## src/rtl/rsfr_pkg.sv

```systemverilog
package rsfr_pkg;
    localparam int SYM_W       = 6;
    localparam int CW_N        = 63;
    localparam int MSG_K       = 51;
    localparam int PAR_N       = CW_N - MSG_K;
    localparam int IN_W        = 102;
    localparam int GRP         = 3;
    localparam int MSG_BITS    = IN_W * GRP;
    localparam int CW_BITS     = CW_N * SYM_W;
    localparam int PAD_BITS    = (8 - (CW_BITS % 8)) % 8;
    localparam int HDR_BYTES   = 2;
    localparam int FRAME_BITS  = HDR_BYTES * 8 + CW_BITS + PAD_BITS;
    localparam int FRAME_BYTES = FRAME_BITS / 8;
    localparam logic [7:0] MARK_A = 8'h7E;
    localparam logic [7:0] MARK_B = 8'h7F;
    // low-order terms of the primitive polynomial x^6 + x + 1
    localparam logic [SYM_W-1:0] PRIM_TAIL = 6'h03;
    localparam logic [SYM_W-1:0] ALPHA     = 6'h02;

    typedef logic [SYM_W-1:0] sym_t;
    typedef enum logic [1:0] {ST_COLLECT, ST_ENCODE, ST_LOAD, ST_SEND} ctl_st_e;

    function automatic sym_t gf_mul(input sym_t a, input sym_t b);
        sym_t acc;
        sym_t sh;
        acc = '0;
        sh  = a;
        for (int i = 0; i < SYM_W; i++) begin
            if (b[i]) acc = acc ^ sh;
            sh = {sh[SYM_W-2:0], 1'b0} ^ (sh[SYM_W-1] ? PRIM_TAIL : '0);
        end
        return acc;
    endfunction

    // generator polynomial coefficients, g[0] in the low bits, monic top term included
    function automatic logic [(PAR_N+1)*SYM_W-1:0] gen_poly();
        logic [(PAR_N+1)*SYM_W-1:0] g;
        sym_t root;
        g = '0;
        g[0 +: SYM_W] = sym_t'(1);
        root = sym_t'(1);
        for (int i = 1; i <= PAR_N; i++) begin
            root = gf_mul(root, ALPHA);
            for (int j = PAR_N; j > 0; j--) begin
                g[j*SYM_W +: SYM_W] = g[(j-1)*SYM_W +: SYM_W] ^ gf_mul(g[j*SYM_W +: SYM_W], root);
            end
            g[0 +: SYM_W] = gf_mul(g[0 +: SYM_W], root);
        end
        return g;
    endfunction
endpackage

```

## src/rtl/rsfr_collect.sv

```systemverilog
module rsfr_collect
    import rsfr_pkg::*;
#(
    parameter int DW  = IN_W,
    parameter int NG  = GRP,
    parameter int SW  = SYM_W
) (
    input  logic             clk,
    input  logic             rst_n,
    input  logic             take,
    input  logic [DW-1:0]    din,
    input  logic             rot,
    output logic             last_slot,
    output logic [SW-1:0]    head_sym,
    output logic [DW*NG-1:0] msg
);
    localparam int MB    = DW * NG;
    localparam int CNT_W = (NG > 1) ? $clog2(NG) : 1;
    localparam logic [CNT_W-1:0] CNT_LAST = CNT_W'(NG - 1);

    typedef struct packed {
        logic [MB-1:0]    msg;
        logic [CNT_W-1:0] cnt;
    } col_t;

    col_t col_d, col_q;

    always_comb begin
        col_d = col_q;
        if (take) begin
            col_d.msg = {col_q.msg[MB-DW-1:0], din};
            col_d.cnt = (col_q.cnt == CNT_LAST) ? '0 : col_q.cnt + 1'b1;
        end else if (rot) begin
            col_d.msg = {col_q.msg[MB-SW-1:0], col_q.msg[MB-1 -: SW]};
        end
    end

    always_ff @(posedge clk or negedge rst_n) begin
        if (!rst_n) col_q <= '0;
        else        col_q <= col_d;
    end

    assign last_slot = (col_q.cnt == CNT_LAST);
    assign head_sym  = col_q.msg[MB-1 -: SW];
    assign msg       = col_q.msg;

    a_r8_cnt_range: assert property (@(posedge clk) disable iff (!rst_n)
        col_q.cnt <= CNT_LAST);
    a_r2_take_moves: assert property (@(posedge clk) disable iff (!rst_n)
        take |=> (col_q.msg[DW-1:0] == $past(din)));
    a_r8_idle_keeps: assert property (@(posedge clk) disable iff (!rst_n)
        (!take && !rot) |=> $stable(col_q.msg));
endmodule

```

## src/rtl/rsfr_parity.sv

```systemverilog
module rsfr_parity
    import rsfr_pkg::*;
#(
    parameter int SW = SYM_W,
    parameter int NP = PAR_N
) (
    input  logic             clk,
    input  logic             rst_n,
    input  logic             clr,
    input  logic             step,
    input  logic [SW-1:0]    sym_in,
    output logic [NP*SW-1:0] par_out
);
    localparam logic [(PAR_N+1)*SYM_W-1:0] GEN_ALL = gen_poly();
    localparam logic [NP*SW-1:0] GEN = GEN_ALL[NP*SW-1:0];

    typedef struct packed {
        logic [NP*SW-1:0] par;
    } par_t;

    par_t par_d, par_q;
    logic [SW-1:0] fb;

    always_comb begin
        par_d = par_q;
        fb    = sym_in ^ par_q.par[NP*SW-1 -: SW];
        if (clr) begin
            par_d.par = '0;
        end else if (step) begin
            par_d.par[0 +: SW] = gf_mul(fb, GEN[0 +: SW]);
            for (int i = 1; i < NP; i++) begin
                par_d.par[i*SW +: SW] = par_q.par[(i-1)*SW +: SW] ^ gf_mul(fb, GEN[i*SW +: SW]);
            end
        end
    end

    always_ff @(posedge clk or negedge rst_n) begin
        if (!rst_n) par_q <= '0;
        else        par_q <= par_d;
    end

    assign par_out = par_q.par;

    a_r4_clear_zero: assert property (@(posedge clk) disable iff (!rst_n)
        clr |=> (par_out == '0));
    a_r4_hold_idle: assert property (@(posedge clk) disable iff (!rst_n)
        (!clr && !step) |=> $stable(par_out));
endmodule

```

## src/rtl/rsfr_serial.sv

```systemverilog
module rsfr_serial
    import rsfr_pkg::*;
#(
    parameter int NB = FRAME_BYTES
) (
    input  logic            clk,
    input  logic            rst_n,
    input  logic            load,
    input  logic [NB*8-1:0] frame,
    input  logic            out_ready,
    output logic            out_valid,
    output logic [7:0]      out_byte,
    output logic            done
);
    localparam int LW = $clog2(NB + 1);
    localparam logic [LW-1:0] LEFT_FULL = LW'(NB);

    typedef struct packed {
        logic [NB*8-1:0] sh;
        logic [LW-1:0]   left;
    } ser_t;

    ser_t ser_d, ser_q;
    logic acc;

    always_comb begin
        ser_d = ser_q;
        acc   = (ser_q.left != '0) && out_ready;
        done  = acc && (ser_q.left == LW'(1));
        if (load) begin
            ser_d.sh   = frame;
            ser_d.left = LEFT_FULL;
        end else if (acc) begin
            ser_d.sh   = {ser_q.sh[NB*8-9:0], 8'h00};
            ser_d.left = ser_q.left - 1'b1;
        end
    end

    always_ff @(posedge clk or negedge rst_n) begin
        if (!rst_n) ser_q <= '0;
        else        ser_q <= ser_d;
    end

    assign out_valid = (ser_q.left != '0);
    assign out_byte  = ser_q.sh[NB*8-1 -: 8];

    a_r7_hold: assert property (@(posedge clk) disable iff (!rst_n)
        (out_valid && !out_ready) |=> (out_valid && $stable(out_byte)));
    a_r5_left_range: assert property (@(posedge clk) disable iff (!rst_n)
        ser_q.left <= LEFT_FULL);
    a_r5_no_load_busy: assert property (@(posedge clk) disable iff (!rst_n)
        load |-> !out_valid);
endmodule

```

## src/rtl/rsfr_enc_framer.sv

```systemverilog
module rsfr_enc_framer
    import rsfr_pkg::*;
(
    input  logic            clk,
    input  logic            rst_n,
    input  logic            in_valid,
    output logic            in_ready,
    input  logic [IN_W-1:0] in_sym,
    output logic            out_valid,
    input  logic            out_ready,
    output logic [7:0]      out_byte
);
    localparam int STEP_W = $clog2(MSG_K);
    localparam logic [STEP_W-1:0] STEP_LAST = STEP_W'(MSG_K - 1);

    typedef struct packed {
        ctl_st_e           st;
        logic [STEP_W-1:0] step;
    } ctl_t;

    ctl_t ctl_d, ctl_q;

    logic                  take;
    logic                  last_slot;
    logic [SYM_W-1:0]      head_sym;
    logic [MSG_BITS-1:0]   msg;
    logic [PAR_N*SYM_W-1:0] par;
    logic                  par_clr;
    logic                  enc_step;
    logic                  ser_load;
    logic                  ser_done;
    logic [FRAME_BITS-1:0] frame;

    assign in_ready = (ctl_q.st == ST_COLLECT);
    assign take     = in_valid && in_ready;
    assign frame    = {MARK_A, MARK_B, msg, par, {PAD_BITS{1'b0}}};

    always_comb begin
        ctl_d    = ctl_q;
        par_clr  = 1'b0;
        enc_step = 1'b0;
        ser_load = 1'b0;
        unique case (ctl_q.st)
            ST_COLLECT: begin
                if (take && last_slot) begin
                    ctl_d.st   = ST_ENCODE;
                    ctl_d.step = '0;
                    par_clr    = 1'b1;
                end
            end
            ST_ENCODE: begin
                enc_step = 1'b1;
                if (ctl_q.step == STEP_LAST) ctl_d.st = ST_LOAD;
                else                         ctl_d.step = ctl_q.step + 1'b1;
            end
            ST_LOAD: begin
                ser_load = 1'b1;
                ctl_d.st = ST_SEND;
            end
            ST_SEND: begin
                if (ser_done) ctl_d.st = ST_COLLECT;
            end
            default: ctl_d.st = ST_COLLECT;
        endcase
    end

    always_ff @(posedge clk or negedge rst_n) begin
        if (!rst_n) begin
            ctl_q.st   <= ST_COLLECT;
            ctl_q.step <= '0;
        end else begin
            ctl_q <= ctl_d;
        end
    end

    rsfr_collect #(.DW(IN_W), .NG(GRP), .SW(SYM_W)) u_collect (
        .clk       (clk),
        .rst_n     (rst_n),
        .take      (take),
        .din       (in_sym),
        .rot       (enc_step),
        .last_slot (last_slot),
        .head_sym  (head_sym),
        .msg       (msg)
    );

    rsfr_parity #(.SW(SYM_W), .NP(PAR_N)) u_parity (
        .clk     (clk),
        .rst_n   (rst_n),
        .clr     (par_clr),
        .step    (enc_step),
        .sym_in  (head_sym),
        .par_out (par)
    );

    rsfr_serial #(.NB(FRAME_BYTES)) u_serial (
        .clk       (clk),
        .rst_n     (rst_n),
        .load      (ser_load),
        .frame     (frame),
        .out_ready (out_ready),
        .out_valid (out_valid),
        .out_byte  (out_byte),
        .done      (ser_done)
    );

    a_r6_ready_vs_out: assert property (@(posedge clk) disable iff (!rst_n)
        out_valid |-> !in_ready);
    a_r6_block_after_group: assert property (@(posedge clk) disable iff (!rst_n)
        (take && last_slot) |=> !in_ready);
    a_r3_first_byte: assert property (@(posedge clk) disable iff (!rst_n)
        $rose(out_valid) |-> (out_byte == MARK_A));
    a_r4_step_range: assert property (@(posedge clk) disable iff (!rst_n)
        ctl_q.step <= STEP_LAST);
endmodule

```

## config.mk

```make
export PLATFORM = sky130hd
export DESIGN_NAME = rsfr_enc_framer
export DESIGN_NICKNAME = d
export VERILOG_FILES = /design/src/rtl/rsfr_pkg.sv /design/src/rtl/rsfr_collect.sv /design/src/rtl/rsfr_parity.sv /design/src/rtl/rsfr_serial.sv /design/src/rtl/rsfr_enc_framer.sv
export SDC_FILE = /design/constraint.sdc
export NUM_CORES = 2
export LEC_CHECK = 0
export ABC_AREA = 1
export BUFFER_PORTS_ARGS = -buffer_cell sky130_fd_sc_hd__buf_2
export CORE_MARGIN = 4
export CORE_UTILIZATION = 50
export CTS_BUF_LIST = sky130_fd_sc_hd__clkbuf_8
export CTS_CLUSTER_DIAMETER = 50
export DETAILED_ROUTE_END_ITERATION = 6
export HOLD_SLACK_MARGIN = 0.06
export PLACE_DENSITY = 0.71
export SKIP_CTS_REPAIR_TIMING = 1
export SLEW_MARGIN = 20
export SYNTH_ARGS = -nofsm -noshare
export SYNTH_HDL_FRONTEND = slang
export SYNTH_SLANG_ARGS = --single-unit
```

## constraint.sdc

```tcl
create_clock -name clk -period 2.35 [get_ports clk]
set_input_delay 0.1175 -clock clk [delete_from_list [all_inputs] [get_ports clk]]
set_output_delay 0.1175 -clock clk [all_outputs]
set_load 0.02 [all_outputs]
```

==> impl_metrics.tcl <==
set metrics [dict create \
    outcome "finished, final reports clean" \
    ys.warnings.count 0 \
    drt-total-wl_um 108000 \
    worst_ir_drop_vdd_mv 1.03 \
    io_pins 116 \
    skew_ps 47.7 \
    path_class "flop to flop" \
    grtUsageTotal_pct 27.3 \
    nets 4486 \
    switchingPower_mw 28.5 \
    hold_viol 0 \
    routed_via_density 5.84 \
    required_ps 3040 \
    tightest_slew_ps 669 \
    min-delay-path-class "input pin to asynchronous set/reset pin" \
    port_buffers 115 \
    p_int_mw 36.2 \
    rows 98 \
    ant_nets 0 \
    cp_max_fo 130 \
    placed_cells 5069 \
    leakage_nw 18.8 \
    setup-violations-final 0 \
    ys_seq_elements 788 \
    syn_avg_cell_area_sq_um 8.57 \
    antenna_found_initial 1 \
    drtPass1Iterations 6 \
    clkPwrFrac_pct 19.5 \
    finalMaxSlewViolations 0 \
    max_freq_mhz 462 \
    finalSetupTns_ps 0 \
    yosysSeqAreaShare_pct 54.3 \
    first_global_vias 30000 \
    p_seq_share_pct 38.5 \
    pwr-share-comb_pct 42.0 \
    finalCriticalPeriod_ps 2160 \
    cap_viol_max_count 0 \
    grt_max_degree 131 \
    fin_cells 5423 \
    holdWs_ps 97.6 \
    final_cell_mix "nand2_1, dfrtp_1, nand3_1, nor2_1, a31oi_1" \
    drc 0 \
    clkLatencyLatePin_ps 790 \
    die_h_um 277 \
    initial_core_util_pct 50.6 \
    syn-instance-count 4233 \
    dp_hpwl_um 70100 \
    final_common_cell "nand2_1" \
    overflow 0 \
    vias 31700 \
    clk_path_buf_depth 3 \
    dieWidth_um 277 \
    relSlewSlack_pct 55.4 \
    grt_first_pass_wirelength_um 170000 \
    synth_cell_types 31 \
    cts_buffers 136 \
    rsz0062_at_grt "no" \
    globalplace.congestion 0.877 \
    syn_area_sq_um 36300 \
    crit_path_start_kind "flop" \
    dieArea_sq_um 77000 \
    cts-root-buf "clkbuf_8" \
    cts_tree "done" \
    worstSetupEndpointType "flop" \
    htreeDepth 4 \
    syn_nets 4349 \
    clkTransAtPathRegs_ps 60 \
    cts.sinks 788 \
    core_area_sq_um 71700 \
    swShare_pct 44.0 \
    area_growth_pct 15.9 \
    worstPathArrival_ps 2860 \
    wire_per_inst_um 19.8 \
    drive_gt1_share_pct 10.1 \
    p_total_mw 64.7 \
    power.density_nw_per_um2 1540 \
    detailedRoute.firstIterationViolations 3696 \
    timing.final.crit_share_pct 92.1 \
]
## registers in the layout, indices dropped and copies added, names as in the netlist
register and count:
u_collect.col_q 2, u_collect.msg 306, ctl_q 8, u_serial.out_byte 8, u_serial.ser_q 392, u_parity.par_out 72
## worst max-delay path, cell delays in order, from the launching register on
cell,delay (ps)
dfrtp_1,430
inv_1,140
ha_4,200
inv_8,180
buf_12,430
nand2_1,290
a31oi_1,250
## power by group through the flow
stage / Combinational [mW] / Sequential, mW / Clock, mW
floorplan: 19.1 / 22.9 / 0
global placement: 26.1 / 24.8 / 0
detailed placement: 26.7 / 24.9 / 0
CTS: 26.8 / 24.7 / 12.8
global route: 30.2 / 25.5 / 13.5
finish: 27.2 / 24.9 / 12.6
## cells by family (layout without fill, tap and decap cells)
family | after synthesis | after routing | synth area share [%]
simple gates | 1958 | 1958 | 22.0
xor+xnor | 52 | 52 | 1.25
compound gates | 792 | 792 | 14.9
flops | 788 | 788 | 54.3
other cells | 0 | 2 | 0
fa+ha+maj | 10 | 10 | 0.345
buf+inv | 633 | 871 | 7.12
## per-stage QoR
| step | utilization (%) | area, sq um | worst slack [ps] |
|---|---|---|---|
| 6_report | 58.7 | 42100 | 186 |
| 5_1_grt | 58.7 | 42100 | 25.8 |
| 4_1_cts | 57.0 | 40900 | 98.4 |
| 3_5_place_dp | 53.2 | 38100 | 102 |
| 3_3_place_gp | 53.2 | 38100 | 173 |
| 2_1_floorplan | - | 36300 | 442 |
## cell type report
class / count / area [sq um]
Inverter: 288 / 1090
Sequential cell: 788 / 19700
Fill cell: 6225 / 29700
Clock inverter: 63 / 349
Tap cell: 950 / 1190
Timing Repair Buffer: 344 / 3250
Clock buffer: 176 / 2420
Multi-Input combinational cell: 2812 / 14100
Antenna cell: 2 / 5.00
## metal layers
layer  track usage, %  wire, um  part of all wire [%]
met1             39.6     47200                    44
met2             40.2     48300                    45
met3             6.30      8620                   8.0
met4             10.1      3540                   3.3
met5                0         0                     0
## synthesized netlist by cell type
cell / instances / share of area [%]
o31ai_1: 2 / 0.041
buf_1: 11 / 0.11
inv_1: 282 / 2.9
a21oi_1: 13 / 0.18
o221ai_1: 118 / 2.8
xor2_1: 47 / 1.1
buf_6: 3 / 0.093
a22o_1: 6 / 0.14
o211ai_1: 196 / 4.1
nor2_2: 1 / 0.017
nor3b_1: 1 / 0.021
buf_2: 120 / 1.7
o22ai_1: 26 / 0.45
nand2_1: 1068 / 11
nor2_1: 404 / 4.2
dfrtp_1: 788 / 54
clkbuf_1: 202 / 2.1
a31oi_1: 352 / 6.1
inv_2: 6 / 0.062
ha_1: 10 / 0.34
nand3b_1: 6 / 0.12
nand2_2: 3 / 0.052
a21o_1: 1 / 0.021
nor3_1: 3 / 0.041
nand2_4: 2 / 0.062
nand4_1: 4 / 0.069
a22oi_1: 6 / 0.12
o21ai_0: 72 / 0.99
xnor2_1: 5 / 0.12
nand3_1: 466 / 6.4
buf_4: 9 / 0.19
## final timing paths
path                                       from                   end  slack, ps  cells after the start
max reg2reg                            ctl_q[6]   u_serial.ser_q[154]        190                      6
min                                       rst_n   u_serial.ser_q[353]        100                      3
max in group asynchronous                 rst_n    u_collect.msg[234]       1740                      4
min reg2reg                u_serial.out_byte[6]  u_serial.out_byte[6]        500                      2
min in group clk                     in_sym[53]     u_collect.msg[53]        110                      4
max                                    ctl_q[6]   u_serial.ser_q[154]        190                      6
(Power assumes the default switching activity.)
